[src/rtl/rpr_pkg.sv]
package rpr_pkg;
    typedef enum logic {
        SEL_MAIN    = 1'b0,
        SEL_REPLICA = 1'b1
    } sel_e;
endpackage

[src/rtl/rpr_align.sv]
module rpr_align #(
    parameter int MAIN_W = 16,
    parameter int RPR_W  = 10
) (
    input  logic [RPR_W-1:0]  rep_in,
    output logic [MAIN_W-1:0] rep_ext
);
    localparam int PAD_W = MAIN_W - RPR_W;

    generate
        if (PAD_W == 0) begin : g_same
            assign rep_ext = rep_in;
        end else begin : g_pad
            assign rep_ext = {rep_in, {PAD_W{1'b0}}};
        end
    endgenerate
endmodule

[src/rtl/rpr_absdiff.sv]
module rpr_absdiff #(
    parameter int W = 16
) (
    input  logic [W-1:0] a_in,
    input  logic [W-1:0] b_in,
    output logic [W:0]   mag
);
    logic signed [W:0] diff;

    always_comb begin
        diff = $signed({a_in[W-1], a_in}) - $signed({b_in[W-1], b_in});
        if (diff[W]) begin
            mag = -diff;
        end else begin
            mag = diff;
        end
    end
endmodule

[src/rtl/rpr_select.sv]
module rpr_select
    import rpr_pkg::*;
#(
    parameter int W = 16
) (
    input  logic [W:0]   mag,
    input  logic [W-1:0] bound,
    input  logic [W-1:0] main_val,
    input  logic [W-1:0] rep_val,
    output sel_e         sel,
    output logic [W-1:0] pick
);
    always_comb begin
        if (mag > {1'b0, bound}) begin
            sel = SEL_REPLICA;
        end else begin
            sel = SEL_MAIN;
        end
        pick = (sel == SEL_REPLICA) ? rep_val : main_val;
    end
endmodule

[src/rtl/rpr_corrector.sv]
module rpr_corrector
    import rpr_pkg::*;
#(
    parameter int MAIN_W = 16,
    parameter int RPR_W  = 10
) (
    input  logic              clk,
    input  logic              rst_n,
    input  logic              in_valid,
    input  logic [MAIN_W-1:0] main_in,
    input  logic [RPR_W-1:0]  rep_in,
    input  logic [MAIN_W-1:0] bound_in,
    output logic              out_valid,
    output logic [MAIN_W-1:0] out_data,
    output logic              out_fixed
);
    localparam int MAG_W = MAIN_W + 1;

    typedef struct packed {
        logic              valid;
        logic              fixed;
        logic [MAIN_W-1:0] data;
    } stage_t;

    stage_t            st_d, st_q;
    logic [MAIN_W-1:0] rep_ext;
    logic [MAG_W-1:0]  mag;
    sel_e              sel;
    logic [MAIN_W-1:0] pick;

    rpr_align #(.MAIN_W(MAIN_W), .RPR_W(RPR_W)) u_align (
        .rep_in  (rep_in),
        .rep_ext (rep_ext)
    );

    rpr_absdiff #(.W(MAIN_W)) u_diff (
        .a_in (main_in),
        .b_in (rep_ext),
        .mag  (mag)
    );

    rpr_select #(.W(MAIN_W)) u_sel (
        .mag      (mag),
        .bound    (bound_in),
        .main_val (main_in),
        .rep_val  (rep_ext),
        .sel      (sel),
        .pick     (pick)
    );

    always_comb begin
        st_d       = st_q;
        st_d.valid = in_valid;
        st_d.fixed = 1'b0;
        if (in_valid) begin
            st_d.data  = pick;
            st_d.fixed = (sel == SEL_REPLICA);
        end
    end

    always_ff @(posedge clk or negedge rst_n) begin
        if (!rst_n) begin
            st_q <= '0;
        end else begin
            st_q <= st_d;
        end
    end

    assign out_valid = st_q.valid;
    assign out_fixed = st_q.fixed;
    assign out_data  = st_q.data;
endmodule

[config.mk]
export PLATFORM = sky130hd
export DESIGN_NAME = rpr_corrector
export DESIGN_NICKNAME = d
export VERILOG_FILES = /design/src/rtl/rpr_pkg.sv /design/src/rtl/rpr_align.sv /design/src/rtl/rpr_absdiff.sv /design/src/rtl/rpr_select.sv /design/src/rtl/rpr_corrector.sv
export SDC_FILE = /design/constraint.sdc
export NUM_CORES = 1
export LEC_CHECK = 0
export ABC_AREA = 0
export BUFFER_PORTS_ARGS = -buffer_cell sky130_fd_sc_hd__buf_4
export CELL_PAD_IN_SITES_DETAIL_PLACEMENT = 1
export CELL_PAD_IN_SITES_GLOBAL_PLACEMENT = 2
export CORE_MARGIN = 1
export CORE_UTILIZATION = 36
export CTS_CLUSTER_DIAMETER = 120
export CTS_CLUSTER_SIZE = 20
export DETAILED_ROUTE_END_ITERATION = 12
export GPL_TIMING_DRIVEN = 0
export PLACE_DENSITY_LB_ADDON = 0.1
export SLEW_MARGIN = 20
export SYNTH_ARGS = -nofsm -noshare
export SYNTH_HDL_FRONTEND = slang
export SYNTH_HIERARCHICAL = 1
export SYNTH_SLANG_ARGS = --single-unit
[constraint.sdc]
create_clock -name clk -period 1.9 [get_ports clk]
set_input_delay 0.19 -clock clk [delete_from_list [all_inputs] [get_ports clk]]
set_output_delay 0.19 -clock clk [all_outputs]
set_load 0.1 [all_outputs]
==> flow_metrics.py <==
metrics = {
    "status": {
        "status": "complete, but fails checks",
        "violations": "negative setup slack",
    },
    "min_path": {
        "min_from": "in_valid",
        "whs_path_depth": 1,
        "hold_path.class": "input pin to flop",
        "holdPathEnd": "out_valid$_DFF_PN0_",
    },
    "clock_tree": {
        "clk_latency_ns": 0.26,
        "clock-sinks": 18,
        "clk_pin_slew_ns": 0.07,
        "cts_max_level": 1,
        "cts_buffers": 3,
        "cts_tree": "done",
        "clk_path_buf_depth": 2,
        "ctsRootBufferMaster": "clkbuf_8",
    },
    "logic_synthesis": {
        "synth_xor_area_share_pct": 7.60,
        "ys_ff_latch": 18,
        "ys_types": 60,
        "synth_edf_count": 0,
        "async_reset_ff_share_pct": 100,
        "seq_area_frac_synth_pct": 15.7,
        "syn_inst": 311,
        "synth_area_leaders": "dfrtp_1, ha_1, mux2_4, mux2_2, xnor2_1",
        "synth_compound_area_share_pct": 18.8,
        "syn_avg_cell_area_um2": 9.21,
        "muxShareOfSynthArea_pct": 15.3,
        "yosys-top-cells-count": "inv_1, ha_1, a21oi_1",
        "synthFlopType": "dfrtp_1",
        "synthSimpleGateAreaFrac_pct": 15.3,
        "synth_area_um2": 2860,
        "synthAdderAreaFrac_pct": 15.1,
        "synth_top_area_share_pct": 15.7,
        "yosys.area.top_type": "dfrtp_1",
        "synth_most_common_cell": "inv_1",
        "yosysWarningCount": 6,
        "synth_top_family_by_area": "compound AO/OA/AOI/OAI gates",
    },
    "timing": {
        "fin_crit_ns": 4.12,
        "fin_ws_ns": -2.22,
        "clock_skew_ns": 0,
        "rsz0062_at_grt": "yes",
        "setup_viol_count_final": 17,
        "finalHoldViolCount": 0,
        "slew_viol_final": 0,
        "timing.final.crit_share_pct": 217,
        "tns_ns": -37.01,
        "fmax_mhz": 243,
    },
    "routing": {
        "via_count": 2424,
        "ant_nets": 0,
        "dr.pass1.iters": 4,
        "post_drt_wl_per_cell_um": 14.4,
        "drt_wl_total_mm": 7.04,
        "drtIter0Drc": 38,
        "viasPerCell": 4.98,
        "drc_errors": 0,
    },
    "floorplan": {
        "die_w_um": 91.2,
        "ios": 63,
        "dieArea_um2": 8320,
        "rows": 32,
        "core_area_um2": 7730,
        "start_util_pct": 37.1,
        "die_h_um": 91.2,
    },
    "placed_design": {
        "placed_cells": 470,
        "place.gp.congestion": 0.748,
        "io_buffers": 52,
        "hpwl_mm": 5.62,
        "dpl-instance-area_um2": 3530,
    },
    "setup_path": {
        "r2r-end": "out_data[10]$_DFFE_PN0P_",
        "critPathMaxStageDelay_ns": 0.44,
        "worst_setup_path_end_kind": "flop",
        "reg2reg_slack_ns": 1.12,
        "ff2ff_path_depth": 1,
        "critPathSlowestCell": "or3_4",
        "worstSetupStartpointType": "input pin",
        "timing_worst_setup_path_type": "input pin to flop",
        "worstPathArrival_ns": 4.27,
        "crit_buf_inv": 3,
        "cp.required_ns": 2.05,
        "path_delay_family": "compound AO/OA/AOI/OAI gates",
        "critPathMaxFanout": 5,
        "cp_cell_sequence": "buf_6 -> ha_4 -> nor2b_4 -> o2111ai_4 -> a311oi_4 -> or3_4 -> o2111ai_4 -> or3_4 -> o31ai_4 -> xnor2_1 -> ha_1 -> nand4b_4 -> nor2_4 -> a2111oi_4 -> a31oi_4 -> buf_12 -> buf_12 -> mux2_4 -> mux2_4",
        "r2r_start": "out_data[10]$_DFFE_PN0P_",
    },
    "power_and_ir_drop": {
        "swShare_pct": 52.2,
        "p_int_uw": 1960,
        "power_frac_seq_pct": 14.2,
        "power_uw": 4110,
        "p_per_area_nw_per_um2": 1060,
        "vdd_drop_max_mv": 0.978,
        "total_leakage_power_uw": 0.00182,
        "switchingPower_uw": 2140,
        "p_clk_share_pct": 7.9,
        "p_comb_share_pct": 77.9,
    },
    "final_layout": {
        "synthToLayoutAreaGrowth_pct": 35.1,
        "final_nets": 465,
        "design_area_um2": 3870,
        "drive_gt1_share_pct": 44.4,
        "final_cells": 487,
        "antenna-diode-count": 0,
    },
    "grt": {
        "grt_pass1_wl_mm": 12.2,
        "antenna_found_initial": 0,
        "grt_util_all_layers_pct": 18.0,
        "grt_pass1_vias": 2582,
        "grt-ovfl-total": 0,
        "grt_max_degree": 19,
    },
    "run": {
        "cap_violations": 0,
    },
}
[flip-flops by register name, summed over array words and instances (netlist names)]
signal / flops
out_fixed: 1
out_data: 16
out_valid: 1
[cell families after synthesis]
kind of cell,count (synthesis)
and+or+nand+nor,71
AOI/OAI and AO/OA,66
buffers and inverters,64
adders and majority gates,34
muxes,33
xor gates and xnor gates,24
DFF,18
other,1
[power by group through the flow]
stage | sequential [uW] | clock [uW] | combinational [uW]
2_1_floorplan | 1530 | 0 | 1380
3_3_place_gp | 588 | 0 | 2860
3_5_place_dp | 587 | 0 | 2900
4_1_cts | 583 | 334 | 3190
5_1_grt | 603 | 349 | 3400
6_report | 582 | 324 | 3200
[stage by stage]
| step | hold WS [ns] | util [%] | setup WS [ns] |
|---|---|---|---|
| 2_1_floorplan | -0.106 | - | -2.11 |
| 3_3_place_gp | 0.0755 | 45.7 | -2.70 |
| 3_5_place_dp | 0.0780 | 45.7 | -2.77 |
| 4_1_cts | 0.0473 | 49.8 | -2.24 |
| 5_1_grt | 0.0421 | 50.1 | -2.40 |
| 6_report | 0.0513 | 50.1 | -2.22 |
[metal layers]
layer	share of wire, %	GRT usage, %	vias to the layer above
met4	0	1.59	0
met3	2.4	2.35	0
met2	50	33.0	37
li1	-	-	1209
met1	48	23.2	1178
met5	0	0	-
[layout by cell type (no fill, tap or decap), types with 5 or more instances in the layout]
cell,n
buf_6,6
ha_1,27
o21ai_0,11
ha_4,6
nor2_1,6
a21oi_1,16
nand2_1,17
mux2_2,8
clkbuf_8,5
conb_1,6
nand2b_1,5
xor2_1,5
mux2_4,24
buf_4,74
dfrtp_1,18
xnor2_1,18
inv_1,38
[timing repair]
item / CTS / global route
gates cloned: 1 / 0
setup buffers: 11 / 1
endpoints found under the hold margin: 18 / 0
endpoints found under the setup margin: 17 / 17
pin swaps: 11 / 2
resized for setup: 25 / 9
hold buffers: 1 / 0
[final cells by class]
| class | instances | area, um^2 |
|---|---|---|
| Timing Repair Buffer | 66 | 549 |
| Buffer | 23 | 211 |
| Fill cell | 897 | 3860 |
| Inverter | 40 | 153 |
| Sequential cell | 18 | 450 |
| Tap cell | 102 | 128 |
| Multi-Input combinational cell | 234 | 2320 |
| Clock buffer | 4 | 55.1 |
[worst max-delay path by stage]
stage               start                        to  slack, ns  cells past startpoint
2_1_floorplan   rep_in[0]  out_data[10]$_DFFE_PN0P_      -2.11                     19
3_3_place_gp   main_in[3]  out_data[13]$_DFFE_PN0P_      -2.70                     18
3_5_place_dp   main_in[1]  out_data[13]$_DFFE_PN0P_      -2.77                     18
4_1_cts        main_in[2]   out_data[1]$_DFFE_PN0P_      -2.24                     19
5_1_grt        main_in[2]   out_data[1]$_DFFE_PN0P_      -2.40                     19
6_report       main_in[2]  out_data[13]$_DFFE_PN0P_      -2.22                     19
No activity file was read; power rests on OpenSTA's default activity.
